`src/rtl/cnn_pkg.sv`:
```
package cnn_pkg;
  localparam int NBR = 5;

  typedef enum logic [2:0] {
    TAP_SELF  = 3'd0,
    TAP_NORTH = 3'd1,
    TAP_EAST  = 3'd2,
    TAP_SOUTH = 3'd3,
    TAP_WEST  = 3'd4
  } tap_e;

  typedef enum logic [2:0] {
    PH_IDLE,
    PH_LOAD,
    PH_GEN,
    PH_ACC,
    PH_READ
  } phase_e;

  localparam int ADDR_BIAS = 10;
  localparam int ADDR_ITER = 11;
endpackage

```
`src/rtl/cnn_tmpl_regs.sv`:
```
module cnn_tmpl_regs
  import cnn_pkg::*;
#(
  parameter int TW       = 4,
  parameter int CDW      = 8,
  parameter int AW       = 4,
  parameter int ITW      = 8,
  parameter int ITER_RST = 100
) (
  input  logic               clk,
  input  logic               rst_n,
  input  logic               lock,
  input  logic               we,
  input  logic [AW-1:0]      addr,
  input  logic [CDW-1:0]     wdata,
  output logic [NBR*TW-1:0]  a_flat,
  output logic [NBR*TW-1:0]  b_flat,
  output logic [TW-1:0]      c_val,
  output logic [ITW-1:0]     iter_lim
);
  logic wr_ok;
  logic [TW-1:0] a_q [NBR];
  logic [TW-1:0] b_q [NBR];

  assign wr_ok = we && !lock;

  for (genvar k = 0; k < NBR; k++) begin : g_tap
    always_ff @(posedge clk or negedge rst_n) begin
      if (!rst_n) begin
        a_q[k] <= '0;
        b_q[k] <= '0;
      end else if (wr_ok) begin
        if (addr == AW'(k))       a_q[k] <= wdata[TW-1:0];
        if (addr == AW'(NBR + k)) b_q[k] <= wdata[TW-1:0];
      end
    end
    assign a_flat[k*TW +: TW] = a_q[k];
    assign b_flat[k*TW +: TW] = b_q[k];
  end

  always_ff @(posedge clk or negedge rst_n) begin
    if (!rst_n) begin
      c_val    <= '0;
      iter_lim <= ITW'(ITER_RST);
    end else if (wr_ok) begin
      if (addr == AW'(ADDR_BIAS)) c_val    <= wdata[TW-1:0];
      if (addr == AW'(ADDR_ITER)) iter_lim <= wdata[ITW-1:0];
    end
  end

  // a locked template file keeps every value
  p_tmpl_locked_r7: assert property (@(posedge clk) disable iff (!rst_n)
    lock |=> ($stable(a_flat) && $stable(b_flat) && $stable(c_val) && $stable(iter_lim)));
endmodule

```
`src/rtl/cnn_cell.sv`:
```
module cnn_cell
  import cnn_pkg::*;
#(
  parameter int TW = 4,
  parameter int SW = 8
) (
  input  logic              clk,
  input  logic              rst_n,
  input  logic              clr,
  input  logic              load_en,
  input  logic              load_bit,
  input  logic              gen_en,
  input  logic [2:0]        gen_sel,
  input  logic              acc_en,
  input  logic [NBR*TW-1:0] a_flat,
  input  logic [NBR*TW-1:0] b_flat,
  input  logic [TW-1:0]     c_val,
  input  logic [NBR-1:0]    nbr_y,
  input  logic [NBR-1:0]    nbr_u,
  output logic              y_o,
  output logic              u_o
);
  localparam int PW   = TW + 1;
  localparam int SUMW = ((TW + 5) > (SW + 1)) ? (TW + 5) : (SW + 1);
  localparam int SMAX = (1 << (SW - 1)) - 1;
  localparam int SMIN = -(1 << (SW - 1));

  logic                    u_q;
  logic [SW-1:0]           st_q;
  logic [SW-1:0]           st_nx;
  logic [NBR-1:0][PW-1:0]  ps_q;
  logic [TW-1:0]           a_raw, b_raw;
  logic signed [PW-1:0]    a_ext, b_ext, ps_nx;
  logic signed [SUMW-1:0]  tot;

  // partial sum for the tap chosen this cycle
  always_comb begin
    a_raw = a_flat[int'(gen_sel)*TW +: TW];
    b_raw = b_flat[int'(gen_sel)*TW +: TW];
    a_ext = {a_raw[TW-1], a_raw};
    b_ext = {b_raw[TW-1], b_raw};
    ps_nx = (nbr_y[gen_sel] ? a_ext : '0) + (nbr_u[gen_sel] ? b_ext : '0);
  end

  // accumulation of the stored sums and bias, saturated to state width
  always_comb begin
    tot = SUMW'($signed(c_val));
    for (int k = 0; k < NBR; k++) tot = tot + SUMW'($signed(ps_q[k]));
    if (tot > signed'(SUMW'(SMAX)))      st_nx = SW'(SMAX);
    else if (tot < signed'(SUMW'(SMIN))) st_nx = SW'(SMIN);
    else                                 st_nx = tot[SW-1:0];
  end

  always_ff @(posedge clk or negedge rst_n) begin
    if (!rst_n) begin
      st_q <= '0;
      u_q  <= 1'b0;
      ps_q <= '0;
    end else begin
      if (clr)         st_q <= '0;
      else if (acc_en) st_q <= st_nx;
      if (load_en) u_q <= load_bit;
      if (gen_en)  ps_q[gen_sel] <= ps_nx;
    end
  end

  assign y_o = st_q[SW-1];
  assign u_o = u_q;

  // state moves only on accumulation or frame clear
  p_state_hold_r4: assert property (@(posedge clk) disable iff (!rst_n)
    (!acc_en && !clr) |=> $stable(st_q));
  // stored partial sums are untouched while accumulating
  p_psum_idle_r4: assert property (@(posedge clk) disable iff (!rst_n)
    acc_en |=> $stable(ps_q));
endmodule

```
`src/rtl/cnn_seq.sv`:
```
module cnn_seq
  import cnn_pkg::*;
#(
  parameter int NCELL = 16,
  parameter int ITW   = 8,
  localparam int IDXW = (NCELL > 1) ? $clog2(NCELL) : 1
) (
  input  logic            clk,
  input  logic            rst_n,
  input  logic            start,
  input  logic [ITW-1:0]  iter_lim,
  input  logic            in_valid,
  input  logic            out_ready,
  output logic            in_ready,
  output logic            out_valid,
  output logic            load_fire,
  output logic [IDXW-1:0] idx,
  output logic            gen_en,
  output logic [2:0]      gen_sel,
  output logic            acc_en,
  output logic            clr,
  output logic            busy,
  output logic            done
);
  phase_e          ph_q;
  logic [IDXW-1:0] idx_q;
  logic [2:0]      sel_q;
  logic [ITW-1:0]  it_q;
  logic            done_q;
  logic            last_idx;

  assign last_idx = (idx_q == IDXW'(NCELL - 1));

  always_ff @(posedge clk or negedge rst_n) begin
    if (!rst_n) begin
      ph_q   <= PH_IDLE;
      idx_q  <= '0;
      sel_q  <= '0;
      it_q   <= '0;
      done_q <= 1'b0;
    end else begin
      case (ph_q)
        PH_IDLE: if (start) begin
          ph_q   <= PH_LOAD;
          idx_q  <= '0;
          done_q <= 1'b0;
        end
        PH_LOAD: if (in_valid) begin
          if (last_idx) begin
            idx_q <= '0;
            sel_q <= '0;
            it_q  <= '0;
            ph_q  <= (iter_lim == '0) ? PH_READ : PH_GEN;
          end else begin
            idx_q <= idx_q + 1'b1;
          end
        end
        PH_GEN: begin
          if (sel_q == 3'(TAP_WEST)) begin
            sel_q <= '0;
            ph_q  <= PH_ACC;
          end else begin
            sel_q <= sel_q + 3'd1;
          end
        end
        PH_ACC: begin
          if (ITW'(it_q + 1'b1) == iter_lim) begin
            ph_q <= PH_READ;
          end else begin
            it_q <= it_q + 1'b1;
            ph_q <= PH_GEN;
          end
        end
        PH_READ: if (out_ready) begin
          if (last_idx) begin
            idx_q  <= '0;
            ph_q   <= PH_IDLE;
            done_q <= 1'b1;
          end else begin
            idx_q <= idx_q + 1'b1;
          end
        end
        default: ph_q <= PH_IDLE;
      endcase
    end
  end

  assign in_ready  = (ph_q == PH_LOAD);
  assign out_valid = (ph_q == PH_READ);
  assign load_fire = in_ready && in_valid;
  assign idx       = idx_q;
  assign gen_en    = (ph_q == PH_GEN);
  assign gen_sel   = sel_q;
  assign acc_en    = (ph_q == PH_ACC);
  assign clr       = (ph_q == PH_IDLE) && start;
  assign busy      = (ph_q != PH_IDLE);
  assign done      = done_q;

  // the two phases are disjoint
  p_phase_excl_r4: assert property (@(posedge clk) disable iff (!rst_n)
    !(gen_en && acc_en));
  // accumulation follows the last tap directly
  p_acc_after_west_r4: assert property (@(posedge clk) disable iff (!rst_n)
    acc_en |-> ($past(gen_en) && $past(gen_sel) == 3'(TAP_WEST)));
  // a stalled output keeps its position
  p_out_hold_r6: assert property (@(posedge clk) disable iff (!rst_n)
    (out_valid && !out_ready) |=> (out_valid && $stable(idx)));
  // iteration index stays under the limit while computing
  p_iter_bound_r8: assert property (@(posedge clk) disable iff (!rst_n)
    (gen_en || acc_en) |-> (it_q < iter_lim));
  // done and busy never both high
  p_done_idle_r9: assert property (@(posedge clk) disable iff (!rst_n)
    done |-> !busy);
endmodule

```
`src/rtl/cnn_grid.sv`:
```
module cnn_grid
  import cnn_pkg::*;
#(
  parameter int ROWS     = 4,
  parameter int COLS     = 4,
  parameter int TW       = 4,
  parameter int SW       = 8,
  parameter int AW       = 4,
  parameter int CDW      = 8,
  parameter int ITW      = 8,
  parameter int ITER_RST = 100
) (
  input  logic           clk,
  input  logic           rst_n,
  input  logic           cfg_we,
  input  logic [AW-1:0]  cfg_addr,
  input  logic [CDW-1:0] cfg_wdata,
  input  logic           start,
  input  logic           pix_in_valid,
  output logic           pix_in_ready,
  input  logic           pix_in_data,
  output logic           pix_out_valid,
  input  logic           pix_out_ready,
  output logic           pix_out_data,
  output logic           busy,
  output logic           done
);
  localparam int NCELL = ROWS * COLS;
  localparam int IDXW  = (NCELL > 1) ? $clog2(NCELL) : 1;

  logic [NBR*TW-1:0] a_flat, b_flat;
  logic [TW-1:0]     c_val;
  logic [ITW-1:0]    iter_lim;
  logic              load_fire, gen_en, acc_en, clr;
  logic [2:0]        gen_sel;
  logic [IDXW-1:0]   idx;
  logic [NCELL-1:0]  y_vec, u_vec;
  logic [NBR-1:0]    ny [NCELL];
  logic [NBR-1:0]    nu [NCELL];

  cnn_tmpl_regs #(
    .TW(TW), .CDW(CDW), .AW(AW), .ITW(ITW), .ITER_RST(ITER_RST)
  ) u_regs (
    .clk(clk), .rst_n(rst_n), .lock(busy), .we(cfg_we), .addr(cfg_addr),
    .wdata(cfg_wdata), .a_flat(a_flat), .b_flat(b_flat), .c_val(c_val),
    .iter_lim(iter_lim)
  );

  cnn_seq #(.NCELL(NCELL), .ITW(ITW)) u_seq (
    .clk(clk), .rst_n(rst_n), .start(start), .iter_lim(iter_lim),
    .in_valid(pix_in_valid), .out_ready(pix_out_ready),
    .in_ready(pix_in_ready), .out_valid(pix_out_valid), .load_fire(load_fire),
    .idx(idx), .gen_en(gen_en), .gen_sel(gen_sel), .acc_en(acc_en),
    .clr(clr), .busy(busy), .done(done)
  );

  for (genvar r = 0; r < ROWS; r++) begin : g_row
    for (genvar c = 0; c < COLS; c++) begin : g_col
      localparam int ID = r * COLS + c;

      assign ny[ID][TAP_SELF] = y_vec[ID];
      assign nu[ID][TAP_SELF] = u_vec[ID];
      if (r > 0) begin : g_n
        assign ny[ID][TAP_NORTH] = y_vec[ID-COLS];
        assign nu[ID][TAP_NORTH] = u_vec[ID-COLS];
      end else begin : g_n0
        assign ny[ID][TAP_NORTH] = 1'b0;
        assign nu[ID][TAP_NORTH] = 1'b0;
      end
      if (c < COLS - 1) begin : g_e
        assign ny[ID][TAP_EAST] = y_vec[ID+1];
        assign nu[ID][TAP_EAST] = u_vec[ID+1];
      end else begin : g_e0
        assign ny[ID][TAP_EAST] = 1'b0;
        assign nu[ID][TAP_EAST] = 1'b0;
      end
      if (r < ROWS - 1) begin : g_s
        assign ny[ID][TAP_SOUTH] = y_vec[ID+COLS];
        assign nu[ID][TAP_SOUTH] = u_vec[ID+COLS];
      end else begin : g_s0
        assign ny[ID][TAP_SOUTH] = 1'b0;
        assign nu[ID][TAP_SOUTH] = 1'b0;
      end
      if (c > 0) begin : g_w
        assign ny[ID][TAP_WEST] = y_vec[ID-1];
        assign nu[ID][TAP_WEST] = u_vec[ID-1];
      end else begin : g_w0
        assign ny[ID][TAP_WEST] = 1'b0;
        assign nu[ID][TAP_WEST] = 1'b0;
      end

      cnn_cell #(.TW(TW), .SW(SW)) u_cell (
        .clk(clk), .rst_n(rst_n), .clr(clr),
        .load_en(load_fire && (idx == IDXW'(ID))), .load_bit(pix_in_data),
        .gen_en(gen_en), .gen_sel(gen_sel), .acc_en(acc_en),
        .a_flat(a_flat), .b_flat(b_flat), .c_val(c_val),
        .nbr_y(ny[ID]), .nbr_u(nu[ID]),
        .y_o(y_vec[ID]), .u_o(u_vec[ID])
      );
    end
  end

  assign pix_out_data = y_vec[idx];

  // held output data while the consumer stalls
  p_out_data_stable_r6: assert property (@(posedge clk) disable iff (!rst_n)
    (pix_out_valid && !pix_out_ready) |=> $stable(pix_out_data));
  // load and readout never overlap
  p_io_excl_r5: assert property (@(posedge clk) disable iff (!rst_n)
    pix_in_ready |-> !pix_out_valid);
endmodule

```
`config.mk`:
```
export PLATFORM = sky130hd
export DESIGN_NAME = cnn_grid
export DESIGN_NICKNAME = d
export VERILOG_FILES = /design/src/rtl/cnn_pkg.sv /design/src/rtl/cnn_tmpl_regs.sv /design/src/rtl/cnn_cell.sv /design/src/rtl/cnn_seq.sv /design/src/rtl/cnn_grid.sv
export SDC_FILE = /design/constraint.sdc
export NUM_CORES = 1
export LEC_CHECK = 0
export ABC_CLOCK_PERIOD_IN_PS = 13800
export CAP_MARGIN = 10
export CORE_MARGIN = 3
export CORE_UTILIZATION = 35
export CTS_BUF_LIST = sky130_fd_sc_hd__clkbuf_16
export CTS_CLUSTER_DIAMETER = 80
export CTS_CLUSTER_SIZE = 28
export DETAILED_ROUTE_END_ITERATION = 7
export GPL_ROUTABILITY_DRIVEN = 0
export PLACE_DENSITY_LB_ADDON = 0.12
export SETUP_SLACK_MARGIN = 0.05
export SYNTH_ARGS = -nofsm -noshare
export SYNTH_HDL_FRONTEND = slang
export SYNTH_SLANG_ARGS = --single-unit
```
`constraint.sdc`:
```
create_clock -name clk -period 13.8 [get_ports clk]
set_input_delay 3.45 -clock clk [delete_from_list [all_inputs] [get_ports clk]]
set_output_delay 3.45 -clock clk [all_outputs]
set_load 0.02 [all_outputs]
```
==> results of run 1 <==
-- area by class of cell --
class                      count  area [um2]  area share, %
clock inverter                28         283          0.716
tap                         1368        1710           4.33
clock buffer                  41        1030           2.60
timing repair buffer          53         460           1.17
inverter                     604        2270           5.74
multi-input combinational   2352       21200           53.6
sequential                   503       12600           31.9
-- metal layers --
| metal | routed length [um] | part of all wire (%) |
|---|---|---|
| met1 | 42400 | 50 |
| met2 | 39200 | 46 |
| met3 | 2130 | 2.5 |
| met4 | 1370 | 1.6 |
| met5 | 0 | 0 |
-- per-stage QoR --
step           worst slack [ns]  hold WS [ns]
3_3_place_gp               8.07         0.463
4_1_cts                    7.43         0.491
6_report                   7.50         0.485
2_1_floorplan              8.53         0.450
3_5_place_dp               8.06         0.470
5_1_grt                    7.39         0.505
-- critical path, stage by stage, from the launching register on --
cell and delay (ns):
sky130_fd_sc_hd__dfrtp_1 0.58, sky130_fd_sc_hd__mux4_2 0.55, sky130_fd_sc_hd__mux4_2 0.55, sky130_fd_sc_hd__clkdlybuf4s50_1 0.58
-- worst max path at each step --
stage / slack [ns] / startpoint / endpoint
6_report: 7.50 / u_seq.idx[1]$_DFFE_PN0P_ / pix_out_data
3_5_place_dp: 8.06 / rst_n / g_row[3].g_col[0].u_cell.ps_q[24]$_DFFE_PN0P_
3_3_place_gp: 8.07 / rst_n / g_row[3].g_col[0].u_cell.ps_q[24]$_DFFE_PN0P_
2_1_floorplan: 8.53 / u_regs.c_val[3]$_DFFE_PN0P_ / g_row[3].g_col[1].u_cell.st_q[7]$_DFFE_PN0P_
4_1_cts: 7.43 / u_seq.idx[1]$_DFFE_PN0P_ / pix_out_data
5_1_grt: 7.39 / u_seq.idx[1]$_DFFE_PN0P_ / pix_out_data
-- power groups by stage --
stage / Clock (uW) / Sequential (uW) / Combinational, uW
after floorplan: 0 / 2010 / 3040
after global placement: 0 / 2100 / 4240
after detailed placement: 0 / 2100 / 4260
after CTS: 1280 / 2070 / 4300
after global routing: 1330 / 2120 / 4870
final: 1220 / 2070 / 4170
-- state kept, by name, indices dropped and copies added, names as in the netlist, 3 cells and up --
signal                   cells
g_row.g_col.u_cell.ps_q    400
u_seq.ph_q                   3
u_regs.b_flat               20
u_seq.idx                    4
g_row.g_col.u_cell.u_o      16
u_seq.gen_sel                3
u_seq.it_q                   8
u_regs.c_val                 4
g_row.g_col.u_cell.st_q     16
u_regs.iter_lim              8
u_regs.a_flat               20
-- layout by cell type (no fill, tap or decap), types with 8 or more instances in the layout --
cell,netlist,layout
sky130_fd_sc_hd__a21o_1,80,80
sky130_fd_sc_hd__dfrtp_1,500,496
sky130_fd_sc_hd__buf_4,1,30
sky130_fd_sc_hd__xnor2_1,99,99
sky130_fd_sc_hd__and3_1,9,9
sky130_fd_sc_hd__nor2b_1,28,28
sky130_fd_sc_hd__inv_1,601,605
sky130_fd_sc_hd__nor3_1,47,46
sky130_fd_sc_hd__mux4_2,12,12
sky130_fd_sc_hd__mux2_2,261,261
sky130_fd_sc_hd__fa_1,304,304
sky130_fd_sc_hd__nand2_1,344,342
sky130_fd_sc_hd__a22oi_1,17,17
sky130_fd_sc_hd__a2111oi_0,16,16
sky130_fd_sc_hd__a21oi_1,131,124
sky130_fd_sc_hd__clkbuf_16,0,41
sky130_fd_sc_hd__mux2i_1,23,23
sky130_fd_sc_hd__nand3_1,21,18
sky130_fd_sc_hd__ha_1,311,311
sky130_fd_sc_hd__o21ai_0,258,258
sky130_fd_sc_hd__nor3b_1,8,8
sky130_fd_sc_hd__nor2_1,234,234
sky130_fd_sc_hd__xor2_1,56,56
sky130_fd_sc_hd__clkdlybuf4s50_1,0,22
sky130_fd_sc_hd__a31oi_1,22,22
-- cell families after synthesis --
family	synth area share, %
multiplexers	9.45
AO/OA/AOI/OAI	9.03
adder cells (fa/ha/maj)	27.4
flip-flops	34.6
AND/OR/NAND/NOR	8.28
buffers and inverters	7.50
XOR/XNOR	3.73
==> impl_metrics.yaml, run 1 <==
cts:
  cts-hold-fix-buffers: 0
  ctsResizeCount: 0
  max_clock_buf_depth: 3
  numCtsBuffers: 38
  cts.repair_timing.setup_buffer_count: 0
  tritoncts: "built"
  clkLatencyLatePin_ns: 0.60
  clockRootBuffer: "sky130_fd_sc_hd__clkbuf_16"
  clock_pin_slew_on_the_worst_setup_and_hold_paths_ns: 0.09
  htree_depth: 2
  numClockSinks: 503
pwr:
  cell_internal_pwr_uw: 3970
  peakVddDrop_uv: 106
  power.share.sequential_pct: 27.7
  p_per_area_nw_per_um2: 189
  combPwrFrac_pct: 55.9
  static-leakage-power_uw: 0.0204
  power.net_switching_uw: 3490
  pwr-share-clk_pct: 16.4
  swShare_pct: 46.8
  fin_total_pwr_uw: 7460
synthesis:
  synth.top_cells.by_area: "sky130_fd_sc_hd__dfrtp_1, sky130_fd_sc_hd__fa_1, sky130_fd_sc_hd__ha_1"
  most_frequent_cell_after_synthesis: "sky130_fd_sc_hd__inv_1"
  synth_top_area_cell: "sky130_fd_sc_hd__dfrtp_1"
  synthCells: 3574
  ys_ff_latch: 503
  count_of_flip_flops_with_a_built_in_enable_after_synthesis: 0
  seq_area_frac_synth_pct: 34.6
  dominant_synthesized_flop_cell: "sky130_fd_sc_hd__dfrtp_1"
  yosys-top-cells-count: "sky130_fd_sc_hd__inv_1, sky130_fd_sc_hd__dfrtp_1, sky130_fd_sc_hd__nand2_1"
  syn_avg_cell_area_um2: 10.2
  yosys_warnings: 0
  synth_top_area_share_pct: 34.4
  synth_async_sr_flop_share_pct: 100
  syn_area_um2: 36400
  postSynthNetCount: 4208
  yosys.cell_types.count: 64
critical_path:
  worstSetupPathType: "reg2out"
  critical_path_peak_fanout: 8
  setup.worst_path.start_class: "flip-flop"
  endpoint_kind: "primary output"
  r2r-start: "u_regs.c_val[3]$_DFFE_PN0P_"
  reg2reg_slack_ns: 8.51
  critical_path_required_ns: 10.35
  worst_r2r_endpoint: "g_row[2].g_col[1].u_cell.st_q[7]$_DFFE_PN0P_"
  critPathArrivalTime_ns: 2.85
  rr_worst_depth: 16
detailed_routing:
  antenna_violating_nets_post_route: 0
  dr.pass1.iters: 5
  routed_wire_length_mm: 85.2
  detail_route.wl_per_cell_um: 17.2
  vias_per_cell: 4.72
  routed-via-count: 23354
  remaining_drc_errors: 0
  first_iter_violations: 1104
place:
  place_inst: 4880
  detailedPlacementHpwl_mm: 58.6
  place_area_um2: 38200
  placement.io_buffers: 23
outcome:
  status: "finished, final reports clean"
global_routing:
  grt_util_met2_pct: 26.7
  grt_pass1_wl_mm: 140
  grt_remaining_overflow: 0
  vias_in_the_first_global_route: 24122
  grt_max_degree: 73
  grtUsageTotal_pct: 16.4
  groute.layer.met1.usage_pct: 24.0
  met3_usage_pct: 1.65
  antenna_violations_before_repair: 3
  grt_busiest_layer: "met2"
timing:
  worst_pin_slew_ns: 1.07
  hold_violations: 0
  slew_limit_fails: 0
  layout_worst_path_cycle_share_pct: 45.7
  skew_ns: 0.0425
  fin_setup_tns_ns: 0
  slew-limit-headroom_pct: 28.4
  finalCriticalPeriod_ns: 6.30
  clock.fmax_mhz: 159
  final-setup-viol-count: 0
  setup_repair_after_global_routing_missed_its_margin: "no"
die:
  rows: 117
  coreArea_um2: 102000
  die_height_um: 328
  die_area_um2: 108000
  design.portCount: 24
  floorplan.initialDensity_pct: 35.5
  chipWidth_um: 328
layout:
  final_layout_size_suffix_gt1_share_pct: 11.2
  finish.utilization_pct: 38.6
  filler_cell_count: 10406
  final_net_count: 4186
  layout_overhead_on_the_synthesized_area_pct: 8.54
  design_area_um2: 39500
  finish.cell_count_without_fillers: 4949
  antennaDiodeCount: 0
hold_path:
  whs_endpoint: "g_row[1].g_col[0].u_cell.ps_q[22]$_DFFE_PN0P_"
  holdCritPathClass: "reg2reg"
  timing.hold.worst_path_depth: 2
  min_delay_src: "g_row[1].g_col[0].u_cell.ps_q[22]$_DFFE_PN0P_"
job:
  drv_cap: 0
Power figures use the tool's default switching activity.
==> inputs of run 2 (changes only) <==
Settings changed: ABC_CLOCK_PERIOD_IN_PS 13800 to 6000.
Clock period 13.8 ns to 6 ns, I/O delays scaled along.
==> impl_metrics.yaml, run 2 (synthesis results as in run 1) <==
outcome:
  status: "finished, final reports clean"
timing:
  final-setup-viol-count: 0
  hold_violations: 0
  slew_limit_fails: 0
  slew-limit-headroom_pct: 28.1
  timing.hold.ws_ns: 0.482
  skew_ns: 0.0570
  clock.fmax_mhz: 204
  worst_pin_slew_ns: 1.07
  layout_worst_path_cycle_share_pct: 81.8
  setup_repair_after_global_routing_missed_its_margin: "no"
  fin_setup_tns_ns: 0
  finalCriticalPeriod_ns: 4.91
cts:
  numCtsBuffers: 43
  cts.repair_timing.setup_buffer_count: 0
  cts-hold-fix-buffers: 0
  clkLatencyLatePin_ns: 0.63
  clockRootBuffer: "sky130_fd_sc_hd__clkbuf_16"
  ctsResizeCount: 0
  tritoncts: "built"
  numClockSinks: 503
  htree_depth: 2
  clock_pin_slew_on_the_worst_setup_and_hold_paths_ns: 0.09
  max_clock_buf_depth: 3
global_routing:
  groute.layer.met1.usage_pct: 24.2
  grt_util_met2_pct: 27.8
  grt_remaining_overflow: 0
  grt_busiest_layer: "met2"
  grt_max_degree: 100
  grtUsageTotal_pct: 16.9
  vias_in_the_first_global_route: 24647
  met3_usage_pct: 2.15
  grt_pass1_wl_mm: 143
  antenna_violations_before_repair: 5
critical_path:
  rr_worst_depth: 17
  r2r-start: "u_regs.c_val[1]$_DFFE_PN0P_"
  critPathArrivalTime_ns: 5.38
  cp_cell_sequence: "inv_2 -> buf_4 -> fa_1 -> inv_1 -> ha_1 -> fa_1 -> fa_1 -> inv_1 -> fa_1 -> inv_1 -> ha_1 -> a21o_1 -> a21oi_1 -> o21ai_0 -> a31oi_1 -> xnor2_1 -> o21ai_0"
  worstSetupPathType: "reg2reg"
  setup.worst_path.start_class: "flip-flop"
  endpoint_kind: "flip-flop"
  worst_path_most_repeated_cell: "sky130_fd_sc_hd__fa_1"
  timing.critical_path.slowest_cell_delay_ns: 0.64
  worst_r2r_endpoint: "g_row[3].g_col[0].u_cell.st_q[7]$_DFFE_PN0P_"
  critical_path_peak_fanout: 13
  critical_path_required_ns: 6.47
  worst_path_max_delay_cell: "sky130_fd_sc_hd__inv_2"
  reg2reg_slack_ns: 1.09
pwr:
  peakVddDrop_uv: 236
  static-leakage-power_uw: 0.0206
  p_per_area_nw_per_um2: 436
  fin_total_pwr_uw: 17400
die:
  die_area_um2: 108000
  coreArea_um2: 102000
  chipWidth_um: 328
  die_height_um: 328
  floorplan.initialDensity_pct: 35.5
  rows: 117
  design.portCount: 24
hold_path:
  holdCritPathClass: "reg2reg"
  whs_endpoint: "g_row[1].g_col[2].u_cell.ps_q[22]$_DFFE_PN0P_"
  min_delay_src: "g_row[1].g_col[2].u_cell.ps_q[22]$_DFFE_PN0P_"
  timing.hold.worst_path_depth: 2
layout:
  mostFrequentLayoutCell: "sky130_fd_sc_hd__inv_1"
  final_layout_size_suffix_gt1_share_pct: 11.9
  filler_cell_count: 10316
  largest_register_ff_count: 400
  register_cell_area_after_layout_um2: 12600
  antennaDiodeCount: 0
  largest-register: "g_row.g_col.u_cell.ps_q"
  final_cell_mix: "sky130_fd_sc_hd__inv_1, sky130_fd_sc_hd__dfrtp_1, sky130_fd_sc_hd__nand2_1"
  multiInputGateArea_um2: 21200
  final_net_count: 4204
  layout_overhead_on_the_synthesized_area_pct: 9.60
  finish.utilization_pct: 38.9
detailed_routing:
  dr.pass1.iters: 5
  remaining_drc_errors: 0
  routed-via-count: 23528
  vias_per_cell: 4.73
  first_iter_violations: 1102
  detail_route.wl_per_cell_um: 17.7
  antenna_violating_nets_post_route: 0
  routed_wire_length_mm: 87.9
place:
  detailedPlacementHpwl_mm: 60.5
  placement.io_buffers: 23
job:
  drv_cap: 0
[run 2: cell type report]
| class | count | share of cell area (%) |
|---|---|---|
| inverters | 604 | 5.68 |
| multi-input cells | 2352 | 53.0 |
| well taps | 1368 | 4.29 |
| clock inverters | 36 | 1.07 |
| flip-flops and latches | 503 | 31.6 |
| clock buffers | 44 | 2.76 |
| repair buffers | 66 | 1.57 |
[run 2: metal layers]
metal | vias to the layer above | share of wire, % | wire length (um)
li1 | 11578 | - | -
met1 | 11607 | 49 | 43100
met2 | 265 | 46 | 40600
met3 | 78 | 3.2 | 2800
met4 | 0 | 1.6 | 1390
met5 | - | 0 | 0
[run 2: power breakdown]
group | total, uW | internal (uW) | switching, uW | leakage, uW
logic | 9350 | 3760 | 5580 | 0.0130
registers | 4910 | 4070 | 831 | 0.00691
clock network | 3140 | 1530 | 1610 | 0.000736
[run 2: worst max path at each step]
stage                                 from                                      endpoint  depth (start not counted)
5_1_grt        u_regs.c_val[1]$_DFFE_PN0P_  g_row[3].g_col[0].u_cell.st_q[7]$_DFFE_PN0P_                         17
3_3_place_gp   u_regs.c_val[1]$_DFFE_PN0P_  g_row[3].g_col[0].u_cell.st_q[7]$_DFFE_PN0P_                         17
2_1_floorplan  u_regs.c_val[3]$_DFFE_PN0P_  g_row[3].g_col[1].u_cell.st_q[7]$_DFFE_PN0P_                         15
3_5_place_dp   u_regs.c_val[1]$_DFFE_PN0P_  g_row[3].g_col[0].u_cell.st_q[7]$_DFFE_PN0P_                         17
6_report       u_regs.c_val[1]$_DFFE_PN0P_  g_row[3].g_col[0].u_cell.st_q[7]$_DFFE_PN0P_                         17
4_1_cts        u_regs.c_val[1]$_DFFE_PN0P_  g_row[3].g_col[0].u_cell.st_q[7]$_DFFE_PN0P_                         17
[run 2: worst max-delay path, delay by kind of cell, from the launching register on]
kind,cells,cell delay [ns]
xor+xnor,1,0.15
fa+ha+maj,6,2.28
flops,1,0.39
buf+inv,5,1.11
compound gates,5,0.82
[run 2: metrics by stage]
step | cell area (um2) | cells | setup slack [ns]
after CTS | 39900 | 4973 | 1.00
after floorplan | 36400 | 3574 | 0.727
after detailed placement | 38400 | 4893 | 1.04
after global routing | 39900 | 4973 | 0.762
after global placement | 38400 | 4892 | 1.11
final | 39900 | 4973 | 1.09
==> inputs of run 3 (changes only) <==
Settings changed: ABC_CLOCK_PERIOD_IN_PS 6000 to 4900.
Clock period 6 ns to 4.9 ns, I/O delays scaled along.
==> impl_metrics.yaml, run 3 (synthesis results as in run 1) <==
outcome:
  status: "finished, final reports clean"
pwr:
  swShare_pct: 46.1
  static-leakage-power_uw: 0.0206
  p_per_area_nw_per_um2: 532
  cell_internal_pwr_uw: 11500
  power.net_switching_uw: 9810
  peakVddDrop_uv: 433
  pwr-share-clk_pct: 17.7
  combPwrFrac_pct: 54.9
  power.share.sequential_pct: 27.4
place:
  detailedPlacementHpwl_mm: 61.8
  pre_cts_ws_ns: 0.305
  placement.io_buffers: 23
  place_inst: 4903
job:
  drv_cap: 0
critical_path:
  timing.critical_path.slowest_cell_delay_ns: 0.54
  critical_path_required_ns: 5.37
  setup.worst_path.start_class: "flip-flop"
  worst_path_most_repeated_cell: "sky130_fd_sc_hd__fa_1"
  worstSetupPathType: "reg2reg"
  critPathTopFamily: "adder cells"
  cp_cell_sequence: "inv_2 -> buf_4 -> fa_1 -> inv_1 -> ha_1 -> fa_1 -> a21o_1 -> a21oi_1 -> xnor2_1 -> fa_1 -> inv_1 -> fa_1 -> inv_1 -> ha_1 -> nor3_1 -> nor2_1 -> a31oi_1 -> xnor2_1 -> o21ai_0"
  endpoint_kind: "flip-flop"
  worst_path_max_delay_cell: "sky130_fd_sc_hd__fa_1"
  critPathArrivalTime_ns: 5.01
  critical_path_peak_fanout: 6
  critPathBufInv: 5
timing:
  timing.hold.ws_ns: 0.484
  hold_violations: 0
  fin_setup_tns_ns: 0
  slew_limit_fails: 0
  slew-limit-headroom_pct: 31.4
  skew_ns: 0.0378
  finalCriticalPeriod_ns: 4.53
  layout_worst_path_cycle_share_pct: 92.5
  worst_pin_slew_ns: 1.03
  final-setup-viol-count: 0
  clock.fmax_mhz: 221
  setup_repair_after_global_routing_missed_its_margin: "no"
  final_critical_path_setup_slack_ns: 0.365
cts:
  htree_depth: 2
  max_clock_buf_depth: 3
  numCtsBuffers: 40
  clock_pin_slew_on_the_worst_setup_and_hold_paths_ns: 0.08
  numClockSinks: 503
  tritoncts: "built"
  clkLatencyLatePin_ns: 0.64
  clockRootBuffer: "sky130_fd_sc_hd__clkbuf_16"
detailed_routing:
  remaining_drc_errors: 0
  routed_wire_length_mm: 87.9
  detail_route.wl_per_cell_um: 17.7
  route.top_layer_used: "met4"
  routed-via-count: 23521
  wl_met2_mm: 40.5
  vias_per_cell: 4.72
  first_iter_violations: 1061
  dr.pass1.iters: 5
  antenna_violating_nets_post_route: 0
  drt-met1-wl_mm: 43.3
  met3RoutedLength_mm: 2.62
layout:
  final_layout_size_suffix_gt1_share_pct: 12.1
  layout_overhead_on_the_synthesized_area_pct: 9.78
  multiInputGateArea_um2: 21200
  finish.utilization_pct: 39.0
  mostFrequentLayoutCell: "sky130_fd_sc_hd__inv_1"
  final_net_count: 4211
  largest_register_ff_count: 400
  filler_cell_count: 10286
  finish.cell_count_without_fillers: 4980
  register_cell_area_after_layout_um2: 12600
  largest-register: "g_row.g_col.u_cell.ps_q"
  final_cell_mix: "sky130_fd_sc_hd__inv_1, sky130_fd_sc_hd__dfrtp_1, sky130_fd_sc_hd__nand2_1"
die:
  design.portCount: 24
  die_area_um2: 108000
  rows: 117
  floorplan.initialDensity_pct: 35.5
  coreArea_um2: 102000
  chipWidth_um: 328
  die_height_um: 328
hold_path:
  holdCritPathClass: "reg2reg"
global_routing:
  grt_max_degree: 109
  antenna_violations_before_repair: 4
  grt_pass1_wl_mm: 142
  grt_remaining_overflow: 0
  grtUsageTotal_pct: 16.8
  vias_in_the_first_global_route: 24477
run 3: cell count changes in the layout (fill, tap and decap cells not counted), moves of 2 or more:
cell,delta
sky130_fd_sc_hd__inv_8,-2
sky130_fd_sc_hd__buf_12,+2
sky130_fd_sc_hd__clkinv_4,-4
sky130_fd_sc_hd__inv_16,+2
sky130_fd_sc_hd__diode_2,+3
sky130_fd_sc_hd__buf_4,+9
sky130_fd_sc_hd__clkbuf_16,-4
run 3: path summary, 6_finish.rpt:
check                                                              startpoint                                            end  slack, ns  depth (start not counted)
worst max-delay path                              u_regs.c_val[1]$_DFFE_PN0P_   g_row[0].g_col[2].u_cell.st_q[7]$_DFFE_PN0P_       0.37                         19
worst min-delay path            g_row[0].g_col[2].u_cell.ps_q[22]$_DFFE_PN0P_  g_row[0].g_col[2].u_cell.ps_q[22]$_DFFE_PN0P_       0.48                          2
worst max register to register                    u_regs.c_val[1]$_DFFE_PN0P_   g_row[0].g_col[2].u_cell.st_q[7]$_DFFE_PN0P_       0.37                         19
worst min register to register  g_row[0].g_col[2].u_cell.ps_q[22]$_DFFE_PN0P_  g_row[0].g_col[2].u_cell.ps_q[22]$_DFFE_PN0P_       0.48                          2
max in group asynchronous                                               rst_n  g_row[3].g_col[0].u_cell.ps_q[13]$_DFFE_PN0P_       3.29                          2
min in group asynchronous                                               rst_n  g_row[0].g_col[2].u_cell.ps_q[17]$_DFFE_PN0P_       0.54                          1
run 3: worst register-to-register path: stages (launching register included):
cell and delay [ns]:
sky130_fd_sc_hd__dfrtp_1 0.37, sky130_fd_sc_hd__inv_2 0.13, sky130_fd_sc_hd__buf_4 0.23, sky130_fd_sc_hd__fa_1 0.55, sky130_fd_sc_hd__inv_1 0.04, sky130_fd_sc_hd__ha_1 0.22, sky130_fd_sc_hd__fa_1 0.41, sky130_fd_sc_hd__a21o_1 0.19
sky130_fd_sc_hd__a21oi_1 0.17, sky130_fd_sc_hd__xnor2_1 0.10, sky130_fd_sc_hd__fa_1 0.48, sky130_fd_sc_hd__inv_1 0.05, sky130_fd_sc_hd__fa_1 0.49, sky130_fd_sc_hd__inv_1 0.04, sky130_fd_sc_hd__ha_1 0.27, sky130_fd_sc_hd__nor3_1 0.18
sky130_fd_sc_hd__nor2_1 0.07, sky130_fd_sc_hd__a31oi_1 0.20, sky130_fd_sc_hd__xnor2_1 0.14, sky130_fd_sc_hd__o21ai_0 0.08
run 3: what timing repair did:
action,CTS,global route
setup endpoints to repair,0,2
buffers inserted,0,0
hold endpoints to repair,0,0
gates resized for setup,0,2
hold buffers,0,0
run 3: area by class of cell:
type / count / share of cell area [%]
Tap cell: 1368 / 4.28
Timing Repair Buffer: 76 / 1.80
Inverter: 604 / 5.67
Clock buffer: 40 / 2.51
Clock inverter: 34 / 1.21
Sequential cell: 503 / 31.5
Antenna cell: 3 / 0.0188
Multi-Input combinational cell: 2352 / 53.0
run 3: stage by stage:
stage,cell area [um2],total power [uW]
floorplan,36400,14200
global placement,38500,17700
detailed placement,38500,17800
CTS,39900,21700
global route,40000,23600
finish,40000,21300
run 3: layer usage:
metal,GRT usage (%),vias up
met5,0,-
met4,3.61,0
met3,2.02,70
met2,27.3,239
met1,24.2,11657
li1,-,11555
run 3: power groups by stage:
stage          Combinational (uW)  Clock (uW)  Sequential [uW]
3_5_place_dp                11800           0             5930
2_1_floorplan                8570           0             5670
6_report                    11700        3770             5830
3_3_place_gp                11800           0             5920
4_1_cts                     11900        3960             5850
5_1_grt                     13600        4100             5970
